[config.mk]
export PLATFORM = sky130hd
export DESIGN_NAME = dma_chan_ctl
export DESIGN_NICKNAME = d
export VERILOG_FILES = /design/src/rtl/dcc_pkg.sv /design/src/rtl/dcc_status.sv /design/src/rtl/dcc_regs.sv /design/src/rtl/dcc_fsm.sv /design/src/rtl/dma_chan_ctl.sv
export SDC_FILE = /design/constraint.sdc
export NUM_CORES = 1
export LEC_CHECK = 0
export BUFFER_PORTS_ARGS = -buffer_cell sky130_fd_sc_hd__buf_4
export CAP_MARGIN = 20
export CORE_AREA = 4 4 107 109
export DETAILED_ROUTE_END_ITERATION = 7
export DIE_AREA = 0 0 111 113
export PLACE_DENSITY = 0.87
export SLEW_MARGIN = 20
export SYNTH_ARGS = -nofsm -noshare
export SYNTH_HDL_FRONTEND = slang
export SYNTH_HIERARCHICAL = 1
export SYNTH_SLANG_ARGS = --single-unit
[constraint.sdc]
create_clock -name clk -period 1.59 [get_ports clk]
set_clock_uncertainty 0.05 [all_clocks]
set_input_delay 0.159 -clock clk [delete_from_list [all_inputs] [get_ports clk]]
set_output_delay 0.159 -clock clk [all_outputs]
set_load 0.01 [all_outputs]
[src/rtl/dcc_pkg.sv]
package dcc_pkg;
    typedef enum logic [1:0] {
        CH_IDLE = 2'd0,
        CH_RUN  = 2'd1,
        CH_HALT = 2'd2
    } ch_state_e;

    // register byte offsets
    localparam int OFS_CTL  = 'h00;
    localparam int OFS_STAT = 'h02;
    localparam int OFS_CNT  = 'h04;
    localparam int OFS_PTR  = 'h0C;
    localparam int OFS_THI  = 'h14;
    localparam int OFS_THO  = 'h16;
    localparam int OFS_KEY  = 'h1E;

    // control word bit positions
    localparam int CB_MASK = 8;
    localparam int CB_GO   = 7;
    localparam int CB_RST  = 5;

    // status bit positions
    localparam int SB_BUSERR = 0;
    localparam int SB_DONE   = 2;
    localparam int SB_UNEXP  = 4;
    localparam int SB_SEQ    = 6;
    localparam int STAT_W    = 8;
endpackage

[src/rtl/dcc_status.sv]
module dcc_status
    import dcc_pkg::*;
(
    input  logic              clk,
    input  logic              rst_n,
    input  logic              ev_seq,
    input  logic              ev_unexp,
    input  logic              ev_buserr,
    input  logic              ev_done,
    input  logic              rd_clr,
    output logic [STAT_W-1:0] stat_q
);
    logic [STAT_W-1:0] set_v;
    logic [STAT_W-1:0] stat_d;

    always_comb begin
        set_v            = '0;
        set_v[SB_SEQ]    = ev_seq;
        set_v[SB_UNEXP]  = ev_unexp;
        set_v[SB_BUSERR] = ev_buserr;
        set_v[SB_DONE]   = ev_done;
        // a read clears old flags; events landing now survive it
        stat_d = (rd_clr ? '0 : stat_q) | set_v;
    end

    always_ff @(posedge clk or negedge rst_n) begin
        if (!rst_n) stat_q <= '0;
        else        stat_q <= stat_d;
    end
endmodule

[src/rtl/dcc_regs.sv]
module dcc_regs
    import dcc_pkg::*;
#(
    parameter int ADDR_W   = 5,
    parameter int DATA_W   = 16,
    parameter int PTR_W    = 32,
    parameter int CNT_W    = 16,
    parameter int THR_W    = 16,
    parameter int KEY_W    = 8,
    parameter int KEY_OPEN = 7
) (
    input  logic              clk,
    input  logic              rst_n,
    input  logic              bus_wr,
    input  logic              bus_rd,
    input  logic [ADDR_W-1:0] bus_addr,
    input  logic [DATA_W-1:0] bus_wdata,
    input  logic [STAT_W-1:0] stat_q,
    output logic              ctl_wr,
    output logic              wr_go,
    output logic              wr_rst,
    output logic              mask_q,
    output logic              rst_q,
    output logic [1:0]        pio_q,
    output logic [CNT_W-1:0]  cnt_q,
    output logic [PTR_W-1:0]  ptr_q,
    output logic [THR_W-1:0]  thi_q,
    output logic [THR_W-1:0]  tho_q,
    output logic              gate_open,
    output logic              stat_rd,
    output logic [DATA_W-1:0] rd_mux
);
    localparam int PTR_WORDS = PTR_W / DATA_W;

    logic [KEY_W-1:0] key_q;

    logic hit_ctl, hit_stat, hit_cnt, hit_thi, hit_tho, hit_key;
    assign hit_ctl  = bus_addr == ADDR_W'(OFS_CTL);
    assign hit_stat = bus_addr == ADDR_W'(OFS_STAT);
    assign hit_cnt  = bus_addr == ADDR_W'(OFS_CNT);
    assign hit_thi  = bus_addr == ADDR_W'(OFS_THI);
    assign hit_tho  = bus_addr == ADDR_W'(OFS_THO);
    assign hit_key  = bus_addr == ADDR_W'(OFS_KEY);

    assign ctl_wr    = bus_wr && hit_ctl;
    assign wr_go     = bus_wdata[CB_GO];
    assign wr_rst    = bus_wdata[CB_RST];
    assign stat_rd   = bus_rd && hit_stat;
    assign gate_open = key_q == KEY_W'(KEY_OPEN);

    always_ff @(posedge clk or negedge rst_n) begin
        if (!rst_n) begin
            mask_q <= 1'b1;
            rst_q  <= 1'b0;
            pio_q  <= 2'd0;
            cnt_q  <= '0;
            thi_q  <= '0;
            tho_q  <= '0;
            key_q  <= '0;
        end else if (bus_wr) begin
            if (hit_ctl) begin
                mask_q <= bus_wdata[CB_MASK];
                rst_q  <= bus_wdata[CB_RST];
                pio_q  <= bus_wdata[1:0];
            end
            if (hit_cnt) cnt_q <= bus_wdata[CNT_W-1:0];
            if (hit_thi) thi_q <= bus_wdata[THR_W-1:0];
            if (hit_tho) tho_q <= bus_wdata[THR_W-1:0];
            if (hit_key) key_q <= bus_wdata[KEY_W-1:0];
        end
    end

    // pointer is split into bus-width words at consecutive even offsets
    for (genvar w = 0; w < PTR_WORDS; w++) begin : g_ptr
        logic [DATA_W-1:0] word_q;
        always_ff @(posedge clk or negedge rst_n) begin
            if (!rst_n)
                word_q <= '0;
            else if (bus_wr && bus_addr == ADDR_W'(OFS_PTR + 2 * w))
                word_q <= bus_wdata;
        end
        assign ptr_q[w*DATA_W +: DATA_W] = word_q;
    end

    always_comb begin
        rd_mux = '0;
        if (hit_ctl) begin
            rd_mux[CB_MASK] = mask_q;
            rd_mux[CB_RST]  = rst_q;
            rd_mux[1:0]     = pio_q;
        end
        if (hit_stat) rd_mux[STAT_W-1:0] = stat_q;
        if (hit_cnt)  rd_mux[CNT_W-1:0]  = cnt_q;
        if (hit_thi)  rd_mux[THR_W-1:0]  = thi_q;
        if (hit_tho)  rd_mux[THR_W-1:0]  = tho_q;
        if (hit_key)  rd_mux[KEY_W-1:0]  = key_q;
        for (int w = 0; w < PTR_WORDS; w++) begin
            if (bus_addr == ADDR_W'(OFS_PTR + 2 * w))
                rd_mux = ptr_q[w*DATA_W +: DATA_W];
        end
    end
endmodule

[src/rtl/dcc_fsm.sv]
module dcc_fsm
    import dcc_pkg::*;
(
    input  logic      clk,
    input  logic      rst_n,
    input  logic      ctl_wr,
    input  logic      wr_go,
    input  logic      wr_rst,
    input  logic      rst_q,
    input  logic      gate_open,
    input  logic      eng_done,
    output logic      done_ok,
    output logic      eng_start,
    output logic      eng_reset,
    output ch_state_e state_q
);
    ch_state_e state_d;
    logic      go_ok;

    assign go_ok   = ctl_wr && wr_go && !wr_rst && !rst_q && gate_open
                     && state_q == CH_IDLE;
    assign done_ok = state_q == CH_RUN && eng_done && !rst_q;

    always_comb begin
        state_d = state_q;
        unique case (state_q)
            CH_IDLE: begin
                if (rst_q)      state_d = CH_HALT;  // HOLD
                else if (go_ok) state_d = CH_RUN;   // GO
            end
            CH_RUN: begin
                if (rst_q)         state_d = CH_HALT;  // HOLD
                else if (eng_done) state_d = CH_IDLE;  // FINISH
            end
            CH_HALT: begin
                if (!rst_q) state_d = CH_IDLE;      // RELEASE
            end
            default: state_d = CH_IDLE;
        endcase
    end

    // state register
    always_ff @(posedge clk or negedge rst_n) begin
        if (!rst_n) state_q <= CH_IDLE;
        else        state_q <= state_d;
    end

    // outputs
    always_ff @(posedge clk or negedge rst_n) begin
        if (!rst_n) begin
            eng_start <= 1'b0;
            eng_reset <= 1'b0;
        end else begin
            eng_start <= go_ok;
            eng_reset <= state_d == CH_HALT;
        end
    end
endmodule

[src/rtl/dma_chan_ctl.sv]
module dma_chan_ctl
    import dcc_pkg::*;
#(
    parameter int ADDR_W   = 5,
    parameter int DATA_W   = 16,
    parameter int PTR_W    = 32,
    parameter int CNT_W    = 16,
    parameter int THR_W    = 16,
    parameter int KEY_W    = 8,
    parameter int KEY_OPEN = 7
) (
    input  logic              clk,
    input  logic              rst_n,
    input  logic              bus_wr,
    input  logic              bus_rd,
    input  logic [ADDR_W-1:0] bus_addr,
    input  logic [DATA_W-1:0] bus_wdata,
    output logic [DATA_W-1:0] bus_rdata,
    input  logic              evt_seq,
    input  logic              evt_unexp,
    input  logic              evt_buserr,
    input  logic              eng_done,
    output logic              eng_start,
    output logic              eng_reset,
    output logic              irq,
    output logic [1:0]        pio_mode,
    output logic [CNT_W-1:0]  pkt_count,
    output logic [PTR_W-1:0]  next_ptr,
    output logic [THR_W-1:0]  fifo_in_thr,
    output logic [THR_W-1:0]  fifo_out_thr
);
    logic              ctl_wr, wr_go, wr_rst;
    logic              ctl_mask, rst_q, gate_open, stat_rd, done_ok;
    logic [STAT_W-1:0] stat_q;
    logic [DATA_W-1:0] rd_mux;
    ch_state_e         ch_state;

    dcc_regs #(
        .ADDR_W(ADDR_W), .DATA_W(DATA_W), .PTR_W(PTR_W), .CNT_W(CNT_W),
        .THR_W(THR_W), .KEY_W(KEY_W), .KEY_OPEN(KEY_OPEN)
    ) u_regs (
        .clk(clk), .rst_n(rst_n), .bus_wr(bus_wr), .bus_rd(bus_rd),
        .bus_addr(bus_addr), .bus_wdata(bus_wdata), .stat_q(stat_q),
        .ctl_wr(ctl_wr), .wr_go(wr_go), .wr_rst(wr_rst),
        .mask_q(ctl_mask), .rst_q(rst_q), .pio_q(pio_mode),
        .cnt_q(pkt_count), .ptr_q(next_ptr), .thi_q(fifo_in_thr),
        .tho_q(fifo_out_thr), .gate_open(gate_open), .stat_rd(stat_rd),
        .rd_mux(rd_mux)
    );

    dcc_fsm u_fsm (
        .clk(clk), .rst_n(rst_n), .ctl_wr(ctl_wr), .wr_go(wr_go),
        .wr_rst(wr_rst), .rst_q(rst_q), .gate_open(gate_open),
        .eng_done(eng_done), .done_ok(done_ok), .eng_start(eng_start),
        .eng_reset(eng_reset), .state_q(ch_state)
    );

    dcc_status u_stat (
        .clk(clk), .rst_n(rst_n), .ev_seq(evt_seq), .ev_unexp(evt_unexp),
        .ev_buserr(evt_buserr), .ev_done(done_ok), .rd_clr(stat_rd),
        .stat_q(stat_q)
    );

    always_ff @(posedge clk or negedge rst_n) begin
        if (!rst_n)      bus_rdata <= '0;
        else if (bus_rd) bus_rdata <= rd_mux;
    end

    assign irq = (|stat_q) && !ctl_mask;
endmodule

==> results of run 1 <==
logic make-up (layout without fill, tap and decap cells):
family                 Yosys count  after routing  synth area share (%)
DFF                            116            116                  51.8
AOI/OAI and AO/OA               67             67                  7.79
other                            1              4                0.0669
muxes                          128            128                  26.7
and+or+nand+nor                 81             81                  9.29
buffers and inverters           37            227                  4.35
worst reg2reg max path, cell delays in order (launching register included):
cell	delay, ns
sky130_fd_sc_hd__dfrtp_1	0.41
sky130_fd_sc_hd__or4_4	0.54
sky130_fd_sc_hd__nor2_1	0.10
sky130_fd_sc_hd__nand4b_1	0.17
sky130_fd_sc_hd__o41ai_2	0.25
how the worst min path moves through the flow:
stage                                             to  slack [ns]  depth (start not counted)
6_report       u_regs/g_ptr[1].word_q[3]$_DFFE_PN0P_        0.04                          2
5_1_grt                     bus_rdata[7]$_DFFE_PN0P_        0.06                          2
4_1_cts        u_regs/g_ptr[1].word_q[3]$_DFFE_PN0P_        0.05                          2
3_5_place_dp   u_regs/g_ptr[1].word_q[3]$_DFFE_PN0P_        0.06                          1
3_3_place_gp             u_regs/tho_q[3]$_DFFE_PN0P_        0.06                          1
2_1_floorplan               bus_rdata[0]$_DFFE_PN0P_       -0.19                          0
power by group:
group          internal (uW)  total (uW)  switching [uW]
registers               3460        3940             482
clock network           2540        3860            1320
logic                   1190        2100             913
registers in the layout, summed over array words and instances, names as in the netlist:
register,cells
u_fsm/eng_reset,1
bus_rdata,16
u_regs/g_ptr.word_q,32
u_regs/mask_q,1
u_fsm/state_q,2
u_regs/thi_q,16
u_regs/cnt_q,16
u_regs/key_q,8
u_regs/pio_q,2
u_regs/rst_q,1
u_fsm/eng_start,1
u_stat/stat_q,4
u_regs/tho_q,16
metrics by stage:
stage	util (%)	area (um^2)	TNS [ns]	worst slack (ns)
after detailed placement	64.8	6870	-4.24	-0.133
after CTS	72.8	7720	-0.0980	-0.0910
after global routing	73.0	7740	-0.287	-0.131
after floorplan	-	5630	0	0.000695
after global placement	64.8	6870	-1.99	-0.0737
final	73.0	7740	-0.122	-0.0673
final cells by class:
cell class	count	area, um^2	share of cell area [%]
flip-flops and latches	116	2900	37.5
repair buffers	188	1510	19.6
well taps	140	175	2.26
multi-input cells	280	2520	32.6
clock inverters	9	125	1.62
inverters	7	26.3	0.339
clock buffers	23	477	6.16
repair_timing:
action / in CTS / in global routing
setup buffers: 1 / 0
endpoints found under the hold margin: 214 / 0
hold buffers: 21 / 0
gates resized for setup: 5 / 3
pin swaps: 2 / 0
setup endpoints to repair: 3 / 5
cell usage after synthesis (all sizes together), types with 2 or more instances:
master,instances,area share (%)
nand2,9,1.1
a211oi,3,0.40
clkbuf,4,0.29
nor2,32,2.5
nand3,3,0.49
a221o,2,0.36
o21ai,18,1.6
nor4,4,0.71
or4b,2,0.42
mux2,108,23
dfrtp,115,51
nor3,8,0.71
buf,26,3.6
inv,7,0.47
a21o,4,0.54
nand2b,8,0.89
and4bb,2,0.45
a22oi,4,0.54
o211ai,2,0.27
a31oi,2,0.22
a222oi,2,0.36
o311ai,2,0.31
a21boi,2,0.27
nand4b,3,0.58
o22ai,12,1.3
a21oi,9,0.80
o2bb2ai,2,0.31
mux2i,20,3.6
per-layer routing:
| layer | up-vias | part of all wire, % | GRT usage (%) |
|---|---|---|---|
| li1 | 1940 | - | - |
| met1 | 2297 | 41 | 33.8 |
| met2 | 258 | 49 | 45.2 |
| met3 | 55 | 7.2 | 7.86 |
| met4 | 0 | 3.1 | 11.8 |
| met5 | - | 0 | 0 |
placed cells by master, fill, tap and decap left out, types with 3 or more instances in the layout:
| master | synthesis | routed |
|---|---|---|
| sky130_fd_sc_hd__clkbuf_16 | 0 | 16 |
| sky130_fd_sc_hd__dfrtp_1 | 115 | 115 |
| sky130_fd_sc_hd__nor3_1 | 8 | 8 |
| sky130_fd_sc_hd__mux2_1 | 10 | 10 |
| sky130_fd_sc_hd__mux2_4 | 21 | 21 |
| sky130_fd_sc_hd__o22ai_1 | 12 | 12 |
| sky130_fd_sc_hd__mux2i_1 | 20 | 20 |
| sky130_fd_sc_hd__bufinv_16 | 0 | 3 |
| sky130_fd_sc_hd__dlygate4sd3_1 | 0 | 21 |
| sky130_fd_sc_hd__clkbuf_8 | 0 | 5 |
| sky130_fd_sc_hd__a21oi_1 | 9 | 9 |
| sky130_fd_sc_hd__o21ai_0 | 18 | 18 |
| sky130_fd_sc_hd__a22oi_1 | 4 | 4 |
| sky130_fd_sc_hd__buf_12 | 1 | 4 |
| sky130_fd_sc_hd__nor4_2 | 0 | 3 |
| sky130_fd_sc_hd__clkinv_2 | 0 | 4 |
| sky130_fd_sc_hd__nand2b_1 | 8 | 8 |
| sky130_fd_sc_hd__a21o_1 | 4 | 4 |
| sky130_fd_sc_hd__nand2_4 | 3 | 3 |
| sky130_fd_sc_hd__nor2_1 | 29 | 29 |
| sky130_fd_sc_hd__buf_4 | 10 | 163 |
| sky130_fd_sc_hd__inv_1 | 6 | 6 |
| sky130_fd_sc_hd__nand2_1 | 4 | 4 |
| sky130_fd_sc_hd__mux2_2 | 77 | 77 |
| sky130_fd_sc_hd__conb_1 | 1 | 4 |
==> metrics.md, run 1 <==
| Metric | Value |
|---|---|
| Latest clock arrival within the worst-skew pair | `0.54 ns` |
| Capture point of the worst path | `irq` |
| Routed Antenna Nets | `0` |
| Post-route minimum period | `around 1.7 ns` |
| Clock buffers created by TritonCTS | `17` |
| Buf+Inv Stages, Crit Path | `1` |
| Max stage delay on crit path | `around 0.40 ns` |
| Count of unresolved DRC violations after routing | `0` |
| Final routed wire length divided by cell count | `22.1 um` |
| Crit path depth | `3` |
| Number of pins exceeding their max-slew limit in the final report | `0` |
| HPWL after DPL | `between 10000 and 15000 um` |
| All-layer global routing usage | `27.4%` |
| Worst Setup Start Kind | `flip-flop` |
| Total chip power | `9900 uW` |
| Yosys synthesis warning count | `6` |
| CTS tree | `done` |
| Full die area | `about 0.013 mm^2` |
| Source of the critical timing path | `u_stat/stat_q[6]$_DFF_PN0_` |
| Layout fillers | `about 650` |
| Number of placement rows | `38` |
| Buffers from clock root to sink, at most | `2` |
| Detailed-route vias per instance | `5.96` |
| Overall overflow remaining after global route | `0` |
| Type of the most critical hold path | `input port to asynchronous set/reset pin` |
| DR pass1 iterations | `5` |
| Horizontal die dimension | `111 um` |
| Clock sink total | `about 120` |
| Vertical die dimension | `113 um` |
| Post-route worst hold slack | `0.0428 ns` |
| Outcome | `finished, violations left` |
| Via count of the first global-routing pass | `4839` |
| Most common flop cell mapped by yosys | `sky130_fd_sc_hd__dfrtp_1` |
| Number of buffer cells added on primary ports | `129` |
| Number of violations of the max-capacitance limit | `0` |
| Final Cycle Share | `104%` |
| Violations in the final reports | `negative setup slack` |
| Pin count of the biggest net entering global routing | `38` |
| Launch instance of the worst register-to-register path | `u_regs/key_q[7]$_DFFE_PN0P_` |
| Post-synthesis cell type count | `59` |
| Final critical-path setup slack | `-0.0673 ns` |
| Layout cells sized above 1 | `51.4%` |
| Antenna violations before repair | `0` |
| Global-route wire length before repair | `26700 um` |
| Synthesized instance count | `430` |
| Final GP Congestion | `0.926` |
| Arrival time reported for the critical path endpoint | `1.45 ns` |
| Unrepaired setup endpoints after global routing | `yes` |
| Cells traversed along the worst timing path | `nor4_2 -> a21oi_1 -> buf_4` |
| Core Region | `approximately 0.011 mm^2` |
| Dominant delay contributor by cell family on the critical path | `flip-flops` |
| Mean instance size in the synthesized netlist | `approximately 13 um^2` |
| Share of synthesized area occupied by flip-flops and latches | `51.8%` |
| H-tree depth | `4` |
| Master of the slowest instance on the critical path | `sky130_fd_sc_hd__dfrtp_1` |
| Count of state elements after synthesis | `roughly 120` |
| Number of top-level pins | `130` |
| Number of hold violations in the final report | `0` |
| DRT iter0 DRCs | `about 240` |
| Setup-failing EPs final | `3` |
| Largest fanout of any net on the critical path | `2` |
| Top achievable clock speed | `a little over 600 MHz` |
| Capture point of the worst reg-to-reg path | `u_fsm/state_q[0]$_DFF_PN0_` |
| Critical Path Sink Type | `output pin` |
| Clock transition at the registers of the reported paths | `0.06 ns` |
| Number of enable-type register cells in the synthesized netlist | `0` |
| Type of the setup path with the least slack | `flip-flop to output pin` |
| Via count of the routed design | `~4600` |
| Reported leakage power | `0.00383 uW` |
| Share of synthesized registers carrying an async set or reset | `between 90% and 100%` |
| Number of non-filler instances in the completed layout | `between 700 and 800` |
| Final Routed Wirelength | `16800 um` |
| Peak ir drop on the vdd network | `0.832 mV` |
| Reg-to-reg setup timing slack | `-0.04 ns` |
| Area growth from synthesis to layout | `38.2%` |
| Synthesized cell area | `0.00560 mm^2` |
| Worst-case reg-to-reg path depth | `4` |
| Final layout net count | `639` |
| Initial Util | `52.9%` |
| PD cells | `1280 mW/mm^2` |
| WP data required | `between 1 and 1.5 ns` |
| Inst Count DP | `between 700 and 800` |
| CTS Root Cell | `sky130_fd_sc_hd__clkbuf_8` |
| Antenna diode count | `0` |
Note: power is estimated with default switching activity, not from simulation.
==> inputs of run 2 (changes only) <==
Settings changed: CELL_PAD_IN_SITES_DETAIL_PLACEMENT from default to 1, CELL_PAD_IN_SITES_GLOBAL_PLACEMENT from default to 2, CORE_AREA 4 4 107 109 to 4 4 138 140, DIE_AREA 0 0 111 113 to 0 0 142 144, GPL_TIMING_DRIVEN from default to 1, PLACE_DENSITY 0.87 to 0.82.
Clock period 1.59 ns to 1.4 ns, I/O delays scaled along.
==> run 2 against run 1 <==
Effect of this change:
- the run still ends with negative setup slack left
- sequential cell count unchanged
- wire length increased by 10%
- hold slack improved by 0.11 ns
- sequential power grew 12%
- critical path type unchanged
- critical endpoint unchanged
- highest routed layer unchanged
==> metrics.md, run 2 (synthesis results as in run 1) <==
| Metric | Value |
|---|---|
| Outcome | `finished, violations left (unchanged)` |
| Violations in the final reports | `negative setup slack (unchanged)` |
| Master of the slowest instance on the critical path | `sky130_fd_sc_hd__dfrtp_1 (unchanged)` |
| Worst Setup Start Kind | `flip-flop (unchanged)` |
| Clock buffers created by TritonCTS | `17 (unchanged)` |
| Number of flip-flops in the largest register | `32 (unchanged)` |
| DRT iter0 DRCs | `161 (was 237)` |
| Final GP Congestion | `0.858 (was 0.926)` |
| Routed Antenna Nets | `0 (unchanged)` |
| PD cells | `1340 mW/mm^2 (was 1280 mW/mm^2)` |
| Critical Path Sink Type | `output pin (unchanged)` |
| Capture point of the worst reg-to-reg path | `u_fsm/state_q[0]$_DFF_PN0_ (unchanged)` |
| Count of unresolved DRC violations after routing | `0 (unchanged)` |
| H-tree depth | `4 (unchanged)` |
| Post-route minimum period | `between 1.5 and 2 ns` |
| Max stage delay on crit path | `0.38 ns (was 0.40 ns)` |
| Reported leakage power | `0.00399 uW (was 0.00383 uW)` |
| Latest clock arrival within the worst-skew pair | `0.42 ns (was 0.54 ns)` |
| Number of violations of the max-capacitance limit | `0 (unchanged)` |
| Number of pins exceeding their max-slew limit in the final report | `0 (unchanged)` |
| Peak ir drop on the vdd network | `0.851 mV (was 0.832 mV)` |
| Pin count of the biggest net entering global routing | `42 (was 38)` |
| Most common cell after layout, fill and taps aside | `sky130_fd_sc_hd__buf_4 (unchanged)` |
| Worst-case reg-to-reg path depth | `4 (unchanged)` |
| Antenna violations before repair | `0 (unchanged)` |
| CTS Root Cell | `sky130_fd_sc_hd__clkbuf_16 (was sky130_fd_sc_hd__clkbuf_8)` |
| Top reg by flops | `u_regs/g_ptr.word_q (unchanged)` |
| Number of buffer cells added on primary ports | `129 (unchanged)` |
| Setup-failing EPs final | `5 (was 3)` |
| All-layer global routing usage | `18.4% (was 27.4%)` |
| Clock sink total | `116 (unchanged)` |
| Buffers from clock root to sink, at most | `2 (unchanged)` |
| Sum of negative setup slack | `-0.779 ns (was -0.122 ns)` |
| Antenna diode count | `0 (unchanged)` |
| CTS tree | `done (unchanged)` |
| Leading cell types in the layout, fill and taps excluded | `sky130_fd_sc_hd__buf_4, sky130_fd_sc_hd__dfrtp_1, sky130_fd_sc_hd__mux2_2 (unchanged)` |
| WP data required | `1.21 ns (was 1.38 ns)` |
| Largest fanout of any net on the critical path | `2 (unchanged)` |
| Type of the most critical hold path | `input port to asynchronous set/reset pin (unchanged)` |
| Inst Count DP | `827 (was 709)` |
| Via count of the routed design | `4446 (was 4550)` |
| Number of non-filler instances in the completed layout | `885 (was 763)` |
| Clock transition at the registers of the reported paths | `0.05 ns (was 0.06 ns)` |
| Final routed wire length divided by cell count | `21.0 um (was 22.1 um)` |
| Final critical-path setup slack | `-0.265 ns (was -0.0673 ns)` |
| Initial Util | `31.4% (was 52.9%)` |
| Type of the setup path with the least slack | `flip-flop to output pin (unchanged)` |
| Vertical die dimension | `144 um (was 113 um)` |
| Top achievable clock speed | `601 MHz` |
| Final Cycle Share | `119%` |
| Final Routed Wirelength | `18600 um (was 16800 um)` |
| Core Region | `0.0178 mm^2 (was 0.0106 mm^2)` |
| Number of placement rows | `49 (was 38)` |
| Global-route wire length before repair | `28700 um (was 26700 um)` |
| Number of hold violations in the final report | `0 (unchanged)` |
| Full die area | `0.0204 mm^2 (was 0.0125 mm^2)` |
| Number of top-level pins | `130 (unchanged)` |
| Area growth from synthesis to layout | `45.0% (was 38.2%)` |
| HPWL after DPL | `13600 um (was 10800 um)` |
| DR pass1 iterations | `4 (was 5)` |
| Launch instance of the worst register-to-register path | `u_regs/key_q[7]$_DFFE_PN0P_ (unchanged)` |
| Unrepaired setup endpoints after global routing | `yes (unchanged)` |
| Reg-to-reg setup timing slack | `-0.25 ns (was -0.04 ns)` |
| Overall overflow remaining after global route | `0 (unchanged)` |
| Layout cells sized above 1 | `54.7% (was 51.4%)` |
| Crit-path most repeated cell | `sky130_fd_sc_hd__buf_4` |
| Cells traversed along the worst timing path | `buf_4 -> nor4_4 -> a21oi_1 -> buf_4 (was nor4_2 -> a21oi_1 -> buf_4)` |
| Arrival time reported for the critical path endpoint | `1.47 ns (was 1.45 ns)` |
| Detailed-route vias per instance | `5.02 (was 5.96)` |
| Horizontal die dimension | `142 um (was 111 um)` |
| Final layout net count | `674 (was 639)` |
| Via count of the first global-routing pass | `4977 (was 4839)` |
-- run 2: cell type report --
type | count | area [um^2]
clock buffer | 24 | 482
clock inverter | 6 | 30.0
fill | 1899 | 9710
inverter | 7 | 26.3
multi-input combinational | 280 | 2580
sequential | 116 | 2900
tap | 229 | 287
timing repair buffer | 223 | 1810
-- run 2: worst max path at each step --
stage / startpoint / endpoint / slack [ns] / depth (start not counted)
finish: u_stat/stat_q[0]$_DFF_PN0_ / irq / -0.26 / 4
floorplan: bus_addr[0] / bus_rdata[9]$_DFFE_PN0P_ / -0.18 / 6
detailed placement: bus_addr[0] / u_stat/stat_q[2]$_DFF_PN0_ / -0.30 / 7
CTS: u_regs/key_q[7]$_DFFE_PN0P_ / u_fsm/state_q[0]$_DFF_PN0_ / -0.25 / 4
global placement: bus_addr[0] / u_stat/stat_q[2]$_DFF_PN0_ / -0.28 / 7
global route: u_stat/stat_q[0]$_DFF_PN0_ / irq / -0.32 / 4
-- run 2: metal layers --
layer,routed length (um),vias to the layer above,GRT usage (%)
li1,-,2014,-
met1,7960,2265,23.0
met2,9180,129,30.4
met3,879,38,4.86
met4,548,0,7.42
met5,0,-,0
-- run 2: per-stage QoR --
stage / total power (uW) / hold slack, ns / worst slack, ns / instance area, um^2 / utilization (%)
after floorplan: 5470 / -0.206 / -0.184 / 5700 / -
after global placement: 6880 / 0.0459 / -0.282 / 7260 / 40.7
after detailed placement: 7000 / 0.0467 / -0.302 / 7260 / 40.7
after CTS: 10900 / 0.158 / -0.246 / 8040 / 45.1
after global routing: 11400 / 0.160 / -0.325 / 8130 / 45.6
final: 10900 / 0.157 / -0.265 / 8130 / 45.6
-- run 2: critical path: cells and delay by family, from the launching register on --
family	cells	cell delay, ns
AND/OR/NAND/NOR	1	0.24
flip-flops	1	0.38
AO/OA/AOI/OAI	1	0.13
buffers and inverters	2	0.31
-- run 2: what timing repair did --
item,CTS,global route
gates resized for setup,7,16
pin swaps,3,9
hold endpoints to repair,201,0
hold buffers,21,0
buffers inserted,3,4
endpoints found under the setup margin,8,13
-- run 2: power by group --
| part | switching, uW | total (uW) | internal (uW) |
|---|---|---|---|
| clock network | 1440 | 3790 | 2350 |
| registers | 507 | 4430 | 3930 |
| logic | 1140 | 2640 | 1500 |
